[src/rtl/asram_pkg.sv]
package asram_pkg;
  // Strobes from the sequencer to the datapath and pins
  typedef struct packed {
    logic loadReq;  // latch address, data and direction
    logic capture;  // register the RAM's read data
    logic ceN;
    logic weN;
    logic oeN;
    logic drive;    // enable data bus drivers
  } strobe_t;

  typedef enum logic [2:0] {
    S_IDLE, S_WSET, S_WLOW, S_WDRV, S_WREL, S_RACC, S_RTURN
  } state_t;
endpackage

[src/rtl/asram_ctrl.sv]
module asram_ctrl
  import asram_pkg::*;
#(
  parameter int READ_CYC        = 2,
  parameter int WRITE_PULSE_CYC = 1,
  parameter int TURN_CYC        = 1
) (
  input  logic    clk,
  input  logic    rst,
  input  logic    req,
  input  logic    isWrite,
  output logic    ready,
  output strobe_t strb
);
  localparam int MAX_CYC = (READ_CYC > WRITE_PULSE_CYC) ?
                           ((READ_CYC > TURN_CYC) ? READ_CYC : TURN_CYC) :
                           ((WRITE_PULSE_CYC > TURN_CYC) ? WRITE_PULSE_CYC : TURN_CYC);
  localparam int CNT_W = $clog2(MAX_CYC + 1);
  localparam logic [CNT_W-1:0] RD_LOAD = CNT_W'(READ_CYC - 1);
  localparam logic [CNT_W-1:0] WP_LOAD = CNT_W'(WRITE_PULSE_CYC - 1);
  localparam logic [CNT_W-1:0] TN_LOAD = CNT_W'(TURN_CYC - 1);

  state_t stateQ;
  logic [CNT_W-1:0] cntQ;
  logic cntDone;

  assign cntDone = (cntQ == '0);

  always_ff @(posedge clk) begin
    if (rst) begin
      stateQ <= S_IDLE;
      cntQ   <= '0;
    end else begin
      case (stateQ)
        S_IDLE: if (req) begin
          stateQ <= isWrite ? S_WSET : S_RACC;
          cntQ   <= isWrite ? '0 : RD_LOAD;
        end
        S_WSET: stateQ <= S_WLOW;
        S_WLOW: begin
          stateQ <= S_WDRV;
          cntQ   <= WP_LOAD;
        end
        S_WDRV: if (cntDone) stateQ <= S_WREL; else cntQ <= cntQ - 1'b1;
        S_WREL: stateQ <= S_IDLE;
        S_RACC: if (cntDone) begin
          stateQ <= S_RTURN;
          cntQ   <= TN_LOAD;
        end else cntQ <= cntQ - 1'b1;
        S_RTURN: if (cntDone) stateQ <= S_IDLE; else cntQ <= cntQ - 1'b1;
        default: stateQ <= S_IDLE;
      endcase
    end
  end

  always_comb begin
    ready        = (stateQ == S_IDLE);
    strb.loadReq = ready && req;
    strb.capture = (stateQ == S_RACC) && cntDone;
    strb.ceN     = (stateQ == S_IDLE);
    strb.weN     = !((stateQ == S_WLOW) || (stateQ == S_WDRV));
    strb.oeN     = (stateQ != S_RACC);
    strb.drive   = (stateQ == S_WDRV) || (stateQ == S_WREL);
  end

  // Width of the write strobe, kept only for the pulse check below
  logic [CNT_W+1:0] weLowQ;
  always_ff @(posedge clk) begin
    if (rst || strb.weN) weLowQ <= '0;
    else if (weLowQ != '1) weLowQ <= weLowQ + 1'b1;
  end

  assert_ready_standby_R2: assert property (@(posedge clk) disable iff (rst)
    ready |-> strb.ceN && strb.weN && strb.oeN && !strb.drive);
  assert_we_setup_R4: assert property (@(posedge clk) disable iff (rst)
    $fell(strb.weN) |-> $past(!strb.ceN) && $past(strb.oeN));
  assert_drive_oe_off_R5: assert property (@(posedge clk) disable iff (rst)
    strb.drive |-> strb.oeN && !strb.ceN);
  assert_drive_after_we_R5: assert property (@(posedge clk) disable iff (rst)
    $rose(strb.drive) |-> !strb.weN && $past(!strb.weN));
  assert_we_width_R6: assert property (@(posedge clk) disable iff (rst)
    $rose(strb.weN) |-> $past(weLowQ) >= (CNT_W+2)'(WRITE_PULSE_CYC));
  assert_we_release_held_R7: assert property (@(posedge clk) disable iff (rst)
    $rose(strb.weN) |-> strb.drive && !strb.ceN);
  assert_read_lines_R8: assert property (@(posedge clk) disable iff (rst)
    !strb.oeN |-> strb.weN && !strb.ceN && !strb.drive);
endmodule

[src/rtl/asram_dpath.sv]
module asram_dpath
  import asram_pkg::*;
#(
  parameter int ADDR_W = 18,
  parameter int DATA_W = 4
) (
  input  logic              clk,
  input  logic              rst,
  input  strobe_t           strb,
  input  logic [ADDR_W-1:0] reqAddr,
  input  logic [DATA_W-1:0] reqWdata,
  input  logic [DATA_W-1:0] memDin,
  output logic [ADDR_W-1:0] memAddr,
  output logic [DATA_W-1:0] memDout,
  output logic [DATA_W-1:0] rdData,
  output logic              rdValid
);
  logic [ADDR_W-1:0] addrQ;
  logic [DATA_W-1:0] wdataQ;
  logic [DATA_W-1:0] rdataQ;
  logic              validQ;

  always_ff @(posedge clk) begin
    if (rst) begin
      addrQ  <= '0;
      wdataQ <= '0;
      rdataQ <= '0;
      validQ <= 1'b0;
    end else begin
      if (strb.loadReq) begin
        addrQ  <= reqAddr;
        wdataQ <= reqWdata;
      end
      if (strb.capture) rdataQ <= memDin;
      validQ <= strb.capture;
    end
  end

  assign memAddr = addrQ;
  assign memDout = wdataQ;
  assign rdData  = rdataQ;
  assign rdValid = validQ;

  assert_addr_stable_R11: assert property (@(posedge clk) disable iff (rst)
    (!strb.ceN && $past(!strb.ceN)) |-> $stable(addrQ));
  assert_valid_pulse_R8: assert property (@(posedge clk) disable iff (rst)
    validQ |=> !validQ);
endmodule

[src/rtl/asram_port.sv]
module asram_port
  import asram_pkg::*;
#(
  parameter int ADDR_W          = 18,
  parameter int DATA_W          = 4,
  parameter int READ_CYC        = 2,
  parameter int WRITE_PULSE_CYC = 1,
  parameter int TURN_CYC        = 1
) (
  input  logic              clk,
  input  logic              rst,
  input  logic              req,
  input  logic              isWrite,
  input  logic [ADDR_W-1:0] reqAddr,
  input  logic [DATA_W-1:0] reqWdata,
  output logic              ready,
  output logic [DATA_W-1:0] rdData,
  output logic              rdValid,
  output logic [ADDR_W-1:0] memAddr,
  output logic              memCeN,
  output logic              memWeN,
  output logic              memOeN,
  output logic [DATA_W-1:0] memDout,
  output logic              memDoe,
  input  logic [DATA_W-1:0] memDin
);
  strobe_t strb;

  asram_ctrl #(
    .READ_CYC(READ_CYC), .WRITE_PULSE_CYC(WRITE_PULSE_CYC), .TURN_CYC(TURN_CYC)
  ) u_ctrl (
    .clk(clk), .rst(rst), .req(req), .isWrite(isWrite),
    .ready(ready), .strb(strb)
  );

  asram_dpath #(.ADDR_W(ADDR_W), .DATA_W(DATA_W)) u_dpath (
    .clk(clk), .rst(rst), .strb(strb),
    .reqAddr(reqAddr), .reqWdata(reqWdata), .memDin(memDin),
    .memAddr(memAddr), .memDout(memDout), .rdData(rdData), .rdValid(rdValid)
  );

  assign memCeN = strb.ceN;
  assign memWeN = strb.weN;
  assign memOeN = strb.oeN;
  assign memDoe = strb.drive;
endmodule

[config.mk]
export PLATFORM = sky130hd
export DESIGN_NAME = asram_port
export DESIGN_NICKNAME = d
export VERILOG_FILES = /design/src/rtl/asram_pkg.sv /design/src/rtl/asram_ctrl.sv /design/src/rtl/asram_dpath.sv /design/src/rtl/asram_port.sv
export SDC_FILE = /design/constraint.sdc
export NUM_CORES = 1
export LEC_CHECK = 0
export BUFFER_PORTS_ARGS = -buffer_cell sky130_fd_sc_hd__buf_4
export CORE_UTILIZATION = 49
export DETAILED_ROUTE_END_ITERATION = 12
export HOLD_SLACK_MARGIN = 0.1
export PLACE_DENSITY = 0.81
export SLEW_MARGIN = 25
export SYNTH_ARGS = -nofsm -noshare
export SYNTH_HDL_FRONTEND = slang
export SYNTH_SLANG_ARGS = --single-unit
[constraint.sdc]
create_clock -name clk -period 2.4 [get_ports clk]
set_input_delay 0.24 -clock clk [delete_from_list [all_inputs] [get_ports clk]]
set_output_delay 0.24 -clock clk [all_outputs]
set_load 0.01 [all_outputs]
## Word level (Yosys, flattened, before mapping)

Index checks and enable logic that the tools add are counted.

- Equality and inequality tests: 12
- Add/subtract/negate cells: 1
- Muxes and demuxes: 11
- Reduce and logical (&&, ||, !) cells: 11

Operator list:

| operator | number |
|---|---|
| 3-bit case mux with 6 select lines | 1 |
| 3-bit two-way mux | 5 |
| 3-bit == test (second input constant) | 3 |
| 2-bit case mux with 4 select lines | 1 |
| 3-bit by 2-bit == test with 1-bit output (second input constant) | 2 |
| 2-bit two-way mux | 3 |
| 2-bit by 1-bit != test with 1-bit output (second input constant) | 3 |
| 2-bit != test (second input constant) | 2 |
| 4-bit AND reduction | 1 |
| 4-bit nonzero test | 1 |
| 3-bit by 1-bit == test with 1-bit output (second input constant) | 1 |
| 3-bit zero test | 1 |
| 3-bit != test (second input constant) | 1 |
| 3-bit AND reduction | 1 |
| 1-bit logical AND | 2 |
| 2-bit zero test | 1 |
| 1-bit logical OR | 2 |
| 2-bit OR reduction | 1 |
| 2-bit by 1-bit subtractor with 2-bit output (second input constant) | 1 |
| 1-bit zero test | 1 |
| 1-bit two-way mux | 1 |

- Output and inout port bits: 32
- Register bits after elaboration: 32
- Bits of input ports: 30

## Logic depth before layout (Yosys ltp)

Gate-level depths: netlist (run 1).

- Depth in word-level cells: 4
- Gate-level depth with buffers: 7

## Modules after synthesis

From an unflattened synthesis (run 1), not the netlist that was laid out.

- Cell total of the unflattened synthesis: 144
- Area, all modules: 1402.6 sq um

By module, submodules not included:

| module | sequential area each (sq um) | cells an instance | area an instance (sq um) | instances |
|---|---|---|---|---|
| asram_dpath | 540.5 | 87 | 975.9 | 1 |
| asram_ctrl | 100.1 | 57 | 426.7 | 1 |

## Worst setup path before layout (run 1)

Ideal clock, no wire load.

- Path type: flip-flop to flip-flop
- Start: register u_ctrl.cntQ[0]
- End: register u_ctrl.cntQ[0]
- Required time: 2.275 ns
- Clock period less this slack: 1.633 ns
- Slack: 0.767 ns
- Cell stages (with the launch flop): 8
- Library setup time: 0.125 ns
- Arrival: 1.508 ns
- Path through: dfxtp_1 inv_1 ha_1 buf_6 maj3_2 o221a_4 a21oi_1 a221oi_2

- Longest elaborated chain between the ends: 3
- Elaborated cells between the ends (all ways): 7
- Classes of those cells: 1 x add/sub; 1 x eq/ne; 3 x mux; 2 x reduce/logical

RTL lines:

| element | RTL line | RTL |
|---|---|---|
| start, declared | asram_ctrl.sv:24 | `logic [CNT_W-1:0] cntQ;` |
| start signal, assigned | asram_ctrl.sv:37 | `cntQ <= isWrite ? '0 : RD_LOAD;` |
| start signal, assigned | asram_ctrl.sv:49 | `end else cntQ <= cntQ - 1'b1;` |
| 2-bit by 1-bit subtractor with 2-bit output or 2-bit zero test (tied branches) | -- |  |
| 2-bit two-way mux, or another cell as far along | asram_ctrl.sv:44, asram_ctrl.sv:50 |  |
| 2-bit case mux with 4 select lines or 3-bit AND reduction (tied branches) | -- |  |

Several ways; a longest one is shown, not always the timed one. The select of a mux whose other input is x is not followed.
A chain may end at the register's enable or synchronous reset.

## Final worst setup path (run 1)

Same ends and word-level chain as after synthesis.

==> results of run 1 <==
-- metrics by stage --
stage / util, % / hold slack (ns)
finish: 73.44 / 0.1459
global route: 73.44 / 0.1427
CTS: 73.44 / 0.1437
detailed placement: 70.47 / 0.4485
global placement: 70.47 / 0.4420
floorplan: - / 0.3062
-- cells in the mapped netlist, drive strengths merged, types with 2 or more instances --
cell / count / area [um2]
nand2: 48 / 180.2
dfxtp: 32 / 640.6
nand3b: 2 / 15.01
a21oi: 26 / 130.1
nand3: 2 / 10.01
inv: 4 / 15.01
clkbuf: 6 / 22.52
ha: 3 / 37.54
mux2i: 4 / 40.04
nand2b: 2 / 12.51
o22a: 2 / 17.52
nor2: 10 / 37.54
buf: 8 / 60.05
o21ai: 3 / 15.01
-- how the worst min path moves through the flow --
| stage | start | endpoint | slack [ns] | cells past startpoint |
|---|---|---|---|---|
| finish | memDin[0] | u_dpath.rdData[0]$_SDFFE_PP0P_ | 0.15 | 3 |
| global route | reqAddr[13] | u_dpath.memAddr[13]$_SDFFE_PP0P_ | 0.14 | 3 |
| CTS | memDin[0] | u_dpath.rdData[0]$_SDFFE_PP0P_ | 0.14 | 3 |
| detailed placement | u_dpath.memDout[0]$_SDFFE_PP0P_ | u_dpath.memDout[0]$_SDFFE_PP0P_ | 0.45 | 2 |
| global placement | u_dpath.memAddr[14]$_SDFFE_PP0P_ | u_dpath.memAddr[14]$_SDFFE_PP0P_ | 0.44 | 2 |
| floorplan | rst | u_ctrl.cntQ[0]$_SDFFE_PP0P_ | 0.31 | 1 |
-- layer usage --
layer  up-vias  wire length, um
met3         6              274
met1       587             1277
met5         -                0
li1        672                -
met2        60             1659
met4         0               35
-- registers in the layout (all words and copies together) (netlist names) --
register         flops
u_dpath.memAddr     18
u_dpath.memDout      4
u_dpath.rdData       4
u_ctrl.stateQ        3
u_ctrl.cntQ          2
u_dpath.rdValid      1
-- layout make-up --
class | count | area (um2)
multi-input cells | 118 | 643.1
well taps | 30 | 37.54
inverters | 4 | 15.01
repair buffers | 63 | 473.0
clock inverters | 2 | 35.03
flip-flops and latches | 32 | 640.6
clock buffers | 6 | 41.29
fillers | 191 | 681.9
-- cells in the final DEF, fill, tap and decap left out --
master / synthesis / routed
sky130_fd_sc_hd__a2111oi_1: 1 / 1
sky130_fd_sc_hd__a211oi_1: 1 / 1
sky130_fd_sc_hd__a21o_1: 1 / 1
sky130_fd_sc_hd__a21oi_1: 26 / 26
sky130_fd_sc_hd__a221oi_2: 1 / 1
sky130_fd_sc_hd__a311oi_1: 1 / 1
sky130_fd_sc_hd__a31oi_1: 1 / 1
sky130_fd_sc_hd__and2_1: 1 / 1
sky130_fd_sc_hd__and3_1: 1 / 1
sky130_fd_sc_hd__buf_4: 3 / 63
sky130_fd_sc_hd__bufinv_16: 0 / 1
sky130_fd_sc_hd__clkbuf_1: 6 / 1
sky130_fd_sc_hd__clkbuf_4: 0 / 5
sky130_fd_sc_hd__clkinv_2: 0 / 1
sky130_fd_sc_hd__dfxtp_1: 32 / 32
sky130_fd_sc_hd__ha_1: 3 / 3
sky130_fd_sc_hd__inv_1: 4 / 4
sky130_fd_sc_hd__maj3_2: 1 / 1
sky130_fd_sc_hd__mux2i_1: 4 / 4
sky130_fd_sc_hd__nand2_1: 48 / 48
sky130_fd_sc_hd__nand2b_1: 2 / 2
sky130_fd_sc_hd__nand3_1: 2 / 2
sky130_fd_sc_hd__nand3b_1: 2 / 2
sky130_fd_sc_hd__nor2_1: 10 / 10
sky130_fd_sc_hd__nor2b_1: 1 / 1
sky130_fd_sc_hd__nor3_2: 1 / 1
sky130_fd_sc_hd__nor4b_1: 1 / 1
sky130_fd_sc_hd__o21ai_0: 2 / 2
sky130_fd_sc_hd__o21ai_1: 1 / 1
sky130_fd_sc_hd__o221a_4: 1 / 1
sky130_fd_sc_hd__o22a_1: 2 / 2
sky130_fd_sc_hd__o22ai_1: 1 / 1
sky130_fd_sc_hd__o311ai_1: 1 / 1
sky130_fd_sc_hd__xor2_1: 1 / 1
-- power by group through the flow --
stage	sequential [W]	clock, W	combinational, W
6_report	0.000636	0.000402	0.000408
5_1_grt	0.000645	0.000424	0.000450
4_1_cts	0.000635	0.000403	0.000410
3_5_place_dp	0.000648	0	0.000406
3_3_place_gp	0.000642	0	0.000392
2_1_floorplan	0.000644	0	0.000268
-- kinds of logic (layout without fill, tap and decap cells) --
group / after synthesis / in the layout
xor gates and xnor gates: 1 / 1
AOI/OAI and AO/OA: 40 / 40
adders and majority gates: 4 / 4
buffers and inverters: 18 / 75
DFF: 32 / 32
and+or+nand+nor: 69 / 69
muxes: 4 / 4
-- worst reg2reg max path: stages (launching register included) --
cell and delay [ns]:
sky130_fd_sc_hd__dfxtp_1 0.40, sky130_fd_sc_hd__inv_1 0.10, sky130_fd_sc_hd__ha_1 0.32, sky130_fd_sc_hd__maj3_2 0.36, sky130_fd_sc_hd__o221a_4 0.26, sky130_fd_sc_hd__a21oi_1 0.16, sky130_fd_sc_hd__a221oi_2 0.08
==> results summary, run 1 <==
The count of mapped cells out of synthesis came out at 168. Walking the worst path, the cells encountered are inv_1 -> ha_1 -> maj3_2 -> o221a_4 -> a21oi_1 -> a221oi_2. The synthesized area per cell came out at 8.222 um2. For this run, design rule violations remaining after detail routing come to 0.

The number of violations of the max-capacitance limit is 0. The summed area of non-filler cells in the final layout is 0.001886 mm2. The final cell count without fillers came out at 255.

The post-synthesis cell area came out at 0.001381 mm2. The starting density of the core is 53.80%. The clock tree from TritonCTS is built. The number of global-route vias before repair is 1162.

The largest family of logic cells by synthesized area is simple AND/OR/NAND/NOR gates. Setup repair after global routing left no endpoint under its margin. The count of synthesis-stage warnings from yosys is 0. The power after layout came out at 0.001446 W. Following the worst setup path forward leads to its endpoint at u_ctrl.cntQ[0]$_SDFFE_PP0P_.

Counting both buffers and inverters, the worst setup path holds a total of 1. The longest individual stage delay on the worst path is 0.40 ns. The total of endpoints with negative setup slack in the final report is 0. The internal power is 0.0009985 W. Data on the critical path arrives at its endpoint at 2.00 ns. The cell count after placement came out at 247. The floorplan has 18 rows.

The leakage power total came out at 0.8628 nW. The number of DRC markers in iteration 0 came out at 26. Measured in cells, the most critical reg-to-reg path has a length of 6. The cell family contributing the most delay on the critical path is adder cells.

Hold repair after CTS inserted 0 buffers. The fraction of power consumed by sequential logic came out at 44.0%. At the later pin of the worst-skew pair, clock insertion delay measures 0.33 ns. The biggest fanout along the worst timing path came out at 9. The wire length of the first global-routing pass is 4.809 mm.

Setup slack closes at 0.6177 ns. The async set or reset register ratio after synthesis came out at 0%. Buffers placed on the I/O ports in this run total 61.

The switching power summed over all nets is 0.0004476 W. Static timing analysis puts the maximum clock frequency at 561.1 MHz. The placed wire-length estimate came out at 2.306 mm. In the final routed layout, each cell accounts on average for 12.73 um. For this design, the slowest cell found on the critical path is sky130_fd_sc_hd__dfxtp_1.

Buffers inserted during clock tree synthesis total 5. The number of gates on the worst path with buffers counted is 6. The met2 routing resource usage after global routing is 40.36%. The count of TritonRoute iterations in the first routing pass is 4. The worst setup path is of the reg -> reg kind. Prior to clock tree synthesis, the placed netlist has a worst setup slack of 0.6478 ns. The maximum buffer depth of the clock tree came out at 2.

In this run the power density over the cells is 766.9 mW/mm2. STA classifies the critical path endpoint as a register. The total clock sinks came out at 32. Clock tree synthesis selected as its root buffer the cell sky130_fd_sc_hd__clkbuf_4. The flip-flop and latch count after synthesis is 32.

The number of antenna violations at the first check in global routing came out at 0. The post-cts sizing count is 0. For the finished layout, the period the worst path requires is 1.782 ns.

Entering global routing, the biggest net connects 33 pins. The met1 capacity usage during global routing came out at 24.37%. The synthesized-area fraction occupied by xor and xnor cells is 0.6341%. The tightest min-delay check is of the in -> reg type. Cells with a size suffix above 1 make up 32.89% of the layout. The die is 55.10 um tall. The critical register-to-register path endpoint is u_ctrl.cntQ[0]$_SDFFE_PP0P_. The startpoint identified for the worst register-to-register timing path is u_ctrl.cntQ[0]$_SDFFE_PP0P_. The adder and majority gate portion of the synthesized area is 3.533%. Post-CTS timing repair inserted 0 buffers for setup. The final-report hold violation count is 0.

Clock skew on the completed layout was measured at 0.01535 ns. The layer flagged by global routing as most heavily used is met2. In this run, the clock network consumes 27.8% of the power.

The kind of launch point of the worst setup path is a register. The synthesized design contains 0 enable-type register cells. The number of distinct standard cells referenced by the synthesized netlist came out at 33. The met3 usage came out at 9.836%. The routability-driven placement congestion ratio came out at 0.7934. The standard cell area after detailed placement is 0.001809 mm2. The net count of the finished layout is 257. At the pin with the least slew margin, the transition time is 0.6702 ns. Across every metal layer, demand over resource in global routing totals 22.79%. The switching power as a share of total power is 30.95%. The combinational group share of total power is 28.2%. The most used flip-flop cell after synthesis is sky130_fd_sc_hd__dfxtp_1. The synthesized-area fraction occupied by ao, oa, aoi and oai cells came out at 18.30%. After synthesis, the share of cell area in mux cells is 2.899%.

The repair_antennas step left the layout with diodes totalling 0. The worst-case IR drop observed on VDD is 0.6217 mV. The net count after synthesis is 201. Global routing finished with a remaining overflow of 0. Summed over all layers, the routed wires come to 3.247 mm. The area growth from synthesis to layout is 36.50%. Using the TritonRoute via totals, the vias-per-cell ratio works out to 5.196.

In this run the remaining antenna-violating nets after routing total 0. The critical path starts at u_ctrl.cntQ[0]$_SDFFE_PP0P_. The required time of the critical path came out at 2.61 ns. The worst register-to-register path has a setup slack of 0.62 ns. The number of I/O pins is 62. Dividing the final minimum period by the clock period gives 74.26%. The via total after detailed routing came out at 1325.

The region available for standard cell placement spans 0.002567 mm2. The setup TNS is 0 ns. The register clock-pin slew on the reported worst setup and hold paths came out at 0.10 ns. The synthesized netlist devotes 21.20% of its cell area to simple gates. Measured against its own limit, the worst slew margin works out to 55.21%. The share of synthesized area occupied by flip-flops and latches is 46.38%.

The die boundary width is 55.10 um. The final-report max-slew violation count is 0. The flow ran to the end, and the final reports show no timing, DRC or antenna violations. The depth of the CTS H-tree came out at 2. The die covers 0.003035 mm2.
No activity file was read; power rests on OpenSTA's default activity.
==> inputs of run 2 (changes only) <==
CORE_UTILIZATION = 46   (was 49)
PLACE_DENSITY = 0.76   (was 0.81)
clock period = 1.8 ns   (was 2.4 ns; I/O delays follow)
==> run 2 against run 1 <==
The run now ends with DRC left. Global-route usage rose by 0.72 points. Setup slack lost 0.46 ns. First-iteration DRC count grew 150%. Largest power group unchanged. Largest cell class is now non-clock buffers.
==> results summary, run 2 (same netlist as run 1, synthesis figures left out) <==
The number of antenna violations at the first check in global routing was 0 (unchanged). The final-report hold violation count is 0 (unchanged). The buffering stage count on the worst path with inverters included is 1 (unchanged). The total clock sinks is 32 (unchanged). The clock tree root buffer cell is sky130_fd_sc_hd__clkbuf_4 (unchanged). The cell family contributing the most delay on the critical path is adder cells (unchanged). The worst setup path startpoint was u_ctrl.cntQ[0]$_SDFFE_PP0P_ (unchanged). The floorplan die area is 0.003226 mm2 (was 0.003035 mm2). The pin count of the biggest net entering global routing is 33 (unchanged). The post-cts sizing count came out at 0 (unchanged). The summed area of non-filler cells in the final layout is 0.002167 mm2 (was 0.001886 mm2). The routed wire length per instance came out at 13.30 um (was 12.73 um). The critical path start-end classification was reg -> reg (unchanged). The placed wire-length estimate came to 2.361 mm (was 2.306 mm).

The post-detailed-route DRC marker count is 4 (was 0). The standard cell area after detailed placement is 0.001841 mm2 (was 0.001809 mm2). The maximum buffer depth of the clock tree came out at 2 (unchanged). The number of violations of the max-capacitance limit is 0 (unchanged). The time the final worst path needs with I/O delays and setup is 1.641 ns (was 1.782 ns). The number of global-route vias before repair came out at 1393 (was 1162). The hold-fix buffer count after cts came out at 24 (was 0). The starting density of the core is 49.24% (was 53.80%). The total of endpoints with negative setup slack in the final report is 0 (unchanged). The buffer count from post-CTS setup fixing is 0 (unchanged).

The routability-driven placement congestion ratio is 0.8145 (was 0.7934). The clock latency on the worst-skew pair came out at 0.34 ns (was 0.33 ns). The die extent in y is 56.80 um (was 55.10 um). The wire length of the first global-routing pass came out at 5.747 mm (was 4.809 mm). The setup TNS came out at 0 ns (unchanged). The number of standard-cell rows in the floorplan came to 19 (was 18).

The final-report max-slew violation count is 0 (unchanged). The number of I/O pins came out at 62 (unchanged). RSZ-0062 raised after global routing: false (unchanged).

The area growth from synthesis to layout is 56.88% (was 36.50%). The power after layout came out at 0.001999 W (was 0.001446 W). The count of TritonRoute iterations in the first routing pass came out at 8 (was 4). The longest individual stage delay on the worst path came to 0.39 ns (was 0.40 ns). The via-per-instance ratio came to 5.067 (was 5.196). The required time of the critical path is 2.05 ns (was 2.61 ns).

The register clock-pin slew on the reported worst setup and hold paths is 0.10 ns (about the same). The portion of the clock cycle consumed by the worst path in the final layout came out at 91.18% (was 74.26%). The die boundary width is 56.80 um (was 55.10 um). The number of flip-flops in the largest register is 18 (unchanged). The count of port buffers added during placement came out at 61 (unchanged). The number of clock buffers inserted by TritonCTS was 5 (unchanged). The number of antenna-violating nets in the routed design came out at 0 (unchanged). The proportion of layout cells with a drive suffix above 1 is 30.71% (was 32.89%). The number of nets in the finished design is 286 (was 257).

The total overflow reported by the global router came out at 0 (unchanged). The kind of end point of the critical path is a register (unchanged). The final reports fail on DRC. The worst endpoint data arrival time is 1.89 ns (was 2.00 ns). The via total after detailed routing was 1444 (was 1325). The combined global-route utilization of all metal layers is 23.51% (was 22.79%). The placeable core area is 0.002805 mm2 (was 0.002567 mm2).

Commonest non-fill, non-tap cells in the layout: sky130_fd_sc_hd__buf_4 (67), sky130_fd_sc_hd__nand2_1 (48), sky130_fd_sc_hd__dfxtp_1 (32) (was sky130_fd_sc_hd__buf_4 (63), sky130_fd_sc_hd__nand2_1 (48), sky130_fd_sc_hd__dfxtp_1 (32)). Result of the run: complete, but fails checks (was finished, final reports clean). The slack of the worst reg-to-reg path is 0.16 ns (was 0.62 ns). The worst flop-to-flop path startpoint is u_ctrl.cntQ[0]$_SDFFE_PP0P_ (unchanged). Worst-path cell chain: inv_1 -> ha_1 -> maj3_2 -> o221a_4 -> a221oi_2 (was inv_1 -> ha_1 -> maj3_2 -> o221a_4 -> a21oi_1 -> a221oi_2). The commonest non-fill, non-tap cell in the layout is sky130_fd_sc_hd__buf_4 (unchanged). The peak clock frequency supported by timing is 609.3 MHz (was 561.1 MHz). The kind of launch point of the worst setup path is a register (unchanged).

The class of the tightest hold or removal check is in -> reg (unchanged). The clock tree from TritonCTS was built (unchanged). The post-detailed-routing wire length came to 3.790 mm (was 3.247 mm).

The power per cell area is 922.6 mW/mm2 (was 766.9 mW/mm2). The number of fill cells is 214 (was 191). The peak ir drop on the vdd network came out at 0.8188 mV (was 0.6217 mV). The count of antenna diodes in the layout is 0 (unchanged). The number of DRC markers in iteration 0 was 64 (was 26). The leakage power total is 0.9867 nW (was 0.8628 nW). The slowest stage cell on the critical path is sky130_fd_sc_hd__dfxtp_1 (unchanged). The normalized max-slew margin is 68.96% (was 55.21%).

The depth of the CTS H-tree came to 2 (unchanged). The launch point of the worst hold path is reqAddr[12] (was memDin[0]). The pin slew with the least headroom to its limit came out at 0.4650 ns (was 0.6702 ns). The maximum clock skew at final layout came to 0.007002 ns (was 0.01535 ns). The biggest fanout along the worst timing path came to 4 (was 9).
-- run 2: cell count changes in the layout (fill, tap and decap cells not counted), sizes merged --
| cell | before | now |
|---|---|---|
| dlygate4sd3 | 0 | 25 |
| buf | 63 | 67 |
-- run 2: cell type report --
| type | instances | area, um2 | share of cell area, % |
|---|---|---|---|
| Multi-Input combinational cell | 118 | 643.1 | 29.68 |
| Sequential cell | 32 | 640.6 | 29.56 |
| Clock buffer | 6 | 41.29 | 1.905 |
| Timing Repair Buffer | 92 | 753.2 | 34.76 |
| Clock inverter | 2 | 35.03 | 1.617 |
| Inverter | 4 | 15.01 | 0.6928 |
| Tap cell | 31 | 38.79 | 1.790 |
-- run 2: path summary, 6_finish.rpt --
check	endpoint	depth (start not counted)
setup reg to reg	u_ctrl.cntQ[0]$_SDFFE_PP0P_	5
hold / removal	u_dpath.memAddr[12]$_SDFFE_PP0P_	3
hold reg to reg	u_dpath.memAddr[17]$_SDFFE_PP0P_	2
setup / recovery	u_ctrl.cntQ[0]$_SDFFE_PP0P_	5
-- run 2: metal layers --
metal | GRT usage, % | vias up | wire length, um
li1 | - | 730 | -
met1 | 24.21 | 669 | 1503
met2 | 43.03 | 40 | 2026
met3 | 9.217 | 5 | 225
met4 | 8.014 | 0 | 35
met5 | 0 | - | 0
-- run 2: worst min-delay path, cell delays in order --
cell,delay [ns]
sky130_fd_sc_hd__buf_4,0.11
sky130_fd_sc_hd__nand2_1,0.04
sky130_fd_sc_hd__a21oi_1,0.06
-- run 2: power breakdown --
group	leakage [nW]	switching, W	internal (W)	total, W
Sequential	0.262	0.0000668	0.000780	0.000847
Clock	0.0422	0.000244	0.000291	0.000535
Combinational	0.683	0.000301	0.000316	0.000617
-- run 2: through the flow --
stage                     utilization [%]  setup slack [ns]  cells  hold WS (ns)
after floorplan                         -            0.1673    168        0.2462
after global placement              65.61            0.2432    252        0.4134
after detailed placement            65.61            0.1702    252        0.4217
after CTS                           76.90            0.1507    284        0.1028
after global routing                77.25           0.08124    285        0.1159
final                               77.25            0.1587    285        0.1061
==> inputs of run 3 (changes only) <==
CTS_BUF_LIST = sky130_fd_sc_hd__clkbuf_16   (was default)
==> run 3 against run 2 <==
The run still ends with DRC left. Flip-flop and latch count did not move. Maximum frequency rose by 0.90%. Combinational power fell by 8.3%. Cell area fell by 7.5%. Clock skew fell by 0.0030 ns. Clock power rose by 74%. Utilization fell by 5.8 points. First-iteration DRC count fell by 31%. Sequential power barely moved. Sequential share of layout area rose by 2.4 points.
==> results summary, run 3 (same netlist as run 1, synthesis figures left out) <==
The total of endpoints with negative setup slack in the final report came to 0 (unchanged). The class of the tightest hold or removal check is in -> reg (unchanged). The longest individual stage delay on the worst path is 0.37 ns (was 0.39 ns). The biggest fanout along the worst timing path came out at 4 (unchanged).

Commonest non-fill, non-tap cells in the layout: sky130_fd_sc_hd__buf_4 (67), sky130_fd_sc_hd__nand2_1 (48), sky130_fd_sc_hd__dfxtp_1 (32) (unchanged). The kind of end point of the critical path is a register (unchanged). The area growth from synthesis to layout was 45.11% (was 56.88%).

The peak clock frequency supported by timing is 614.8 MHz (was 609.3 MHz). The placeable core area is 0.002805 mm2 (unchanged). The maximum buffer depth of the clock tree was 2 (unchanged). The proportion of layout cells with a drive suffix above 1 came out at 34.06% (was 30.71%). The count of TritonRoute iterations in the first routing pass is 8 (unchanged).

The number of clock buffers inserted by TritonCTS came to 5 (unchanged). The final-report hold violation count is 0 (unchanged). The final-report max-slew violation count came to 0 (unchanged).

Result of the run: complete, but fails checks (unchanged). The depth of the CTS H-tree came to 2 (unchanged). The hold-fix buffer count after cts is 0 (was 24). The starting density of the core came to 49.24% (unchanged).

The post-detailed-routing wire length came to 3.283 mm (was 3.790 mm). The number of nets in the finished design is 261 (was 286). The worst flop-to-flop path startpoint is u_ctrl.cntQ[0]$_SDFFE_PP0P_ (unchanged). The number of antenna-violating nets in the routed design is 0 (unchanged).

The total overflow reported by the global router came out at 0 (unchanged). The setup TNS is 0 ns (unchanged). The post-detailed-route DRC marker count came out at 4 (unchanged). The pin count of the biggest net entering global routing is 33 (unchanged). The number of DRC markers in iteration 0 came out at 44 (was 64).

The number of standard-cell rows in the floorplan came out at 19 (unchanged). The number of flip-flops in the largest register was 18 (unchanged). The maximum clock skew at final layout came out at 0.003953 ns (was 0.007002 ns).

The via total after detailed routing came to 1331 (was 1444). The clock latency on the worst-skew pair came to 0.28 ns (was 0.34 ns). The post-cts sizing count is 0 (unchanged). Violated checks: DRC (unchanged).

The count of port buffers added during placement came out at 61 (unchanged). The leakage power total is 0.9250 nW (was 0.9867 nW). RSZ-0062 raised after global routing: false (unchanged). The register clock-pin slew on the reported worst setup and hold paths came out at 0.05 ns (was 0.10 ns). The required time of the critical path came to 1.94 ns (was 2.05 ns).

The pin slew with the least headroom to its limit is 0.4660 ns (was 0.4650 ns). The time the final worst path needs with I/O delays and setup is 1.627 ns (was 1.641 ns). The routed wire length per instance was 12.63 um (was 13.30 um). The clock tree root buffer cell was sky130_fd_sc_hd__clkbuf_16 (was sky130_fd_sc_hd__clkbuf_4). The number of I/O pins is 62 (unchanged).

The clock tree from TritonCTS is built (unchanged). The slowest stage cell on the critical path is sky130_fd_sc_hd__dfxtp_1 (unchanged). The number of antenna violations at the first check in global routing came out at 0 (unchanged).

The peak ir drop on the vdd network is 1.236 mV (was 0.8188 mV). The number of global-route vias before repair came to 1228 (was 1393). The buffer count from post-CTS setup fixing is 0 (unchanged). The number of violations of the max-capacitance limit is 0 (unchanged). The die boundary width came out at 56.80 um (unchanged). The floorplan die area is 0.003226 mm2 (unchanged).

The count of antenna diodes in the layout is 0 (unchanged). The normalized max-slew margin is 68.89% (was 68.96%). The routability-driven placement congestion ratio is 0.8145 (unchanged). Worst-path cell chain: inv_1 -> ha_1 -> maj3_2 -> o221a_4 -> a21oi_1 -> a221oi_2 (was inv_1 -> ha_1 -> maj3_2 -> o221a_4 -> a221oi_2). The launch point of the worst hold path was memDin[1] (was reqAddr[12]). The total clock sinks came out at 32 (unchanged). The kind of launch point of the worst setup path is a register (unchanged).

The critical path start-end classification is reg -> reg (unchanged). The worst endpoint data arrival time is 1.77 ns (was 1.89 ns). The commonest non-fill, non-tap cell in the layout was sky130_fd_sc_hd__buf_4 (unchanged). The wire length of the first global-routing pass is 5.023 mm (was 5.747 mm). The combined global-route utilization of all metal layers came to 20.79% (was 23.51%).

The worst setup path startpoint is u_ctrl.cntQ[0]$_SDFFE_PP0P_ (unchanged). The power per cell area came out at 1169 mW/mm2 (was 922.6 mW/mm2). The portion of the clock cycle consumed by the worst path in the final layout is 90.37% (was 91.18%). The final standard cell utilization of the core was 71.45% (was 77.25%).

The via-per-instance ratio came to 5.119 (was 5.067). The placed wire-length estimate came out at 2.361 mm (unchanged). The die extent in y is 56.80 um (unchanged).
-- run 3: worst paths after layout --
check,to,slack (ns),cells after the start
max,u_ctrl.cntQ[0]$_SDFFE_PP0P_,0.17,6
min reg2reg,u_dpath.memAddr[17]$_SDFFE_PP0P_,0.45,2
max reg2reg,u_ctrl.cntQ[0]$_SDFFE_PP0P_,0.17,6
min,u_dpath.rdData[1]$_SDFFE_PP0P_,0.14,3
-- run 3: power by group --
group | internal, W | switching [W]
sequential | 0.000782 | 0.0000654
clock | 0.000643 | 0.000286
combinational | 0.000280 | 0.000286
total | 0.00171 | 0.000637
-- run 3: per-stage QoR --
stage	hold WS, ns	setup WS [ns]	area [um2]	instances	total power (W)
2_1_floorplan	0.2462	0.1673	1381	168	0.001216
3_3_place_gp	0.4134	0.2432	1841	252	0.001410
3_5_place_dp	0.4217	0.1702	1841	252	0.001429
4_1_cts	0.1360	0.1629	2004	260	0.002366
5_1_grt	0.1371	0.09622	2004	260	0.002458
6_report	0.1419	0.1734	2004	260	0.002343
-- run 3: critical path: cells and delay by family, from the launching register on --
| family | cells | cell delay, ns |
|---|---|---|
| buffers and inverters | 1 | 0.10 |
| AOI/OAI and AO/OA | 3 | 0.48 |
| adders and majority gates | 2 | 0.55 |
| DFF | 1 | 0.37 |
-- run 3: cell type report --
type	count	area, um2
multi-input cells	118	643.1
inverters	4	15.01
clock buffers	5	125.1
repair buffers	67	503.0
clock inverters	3	38.79
flip-flops and latches	32	640.6
fillers	230	800.8
well taps	31	38.79
-- run 3: routing by layer --
metal,wire (um),global-route usage (%)
met1,1360,22.21
met2,1667,35.03
met3,207,8.525
met4,47,10.80
met5,0,0
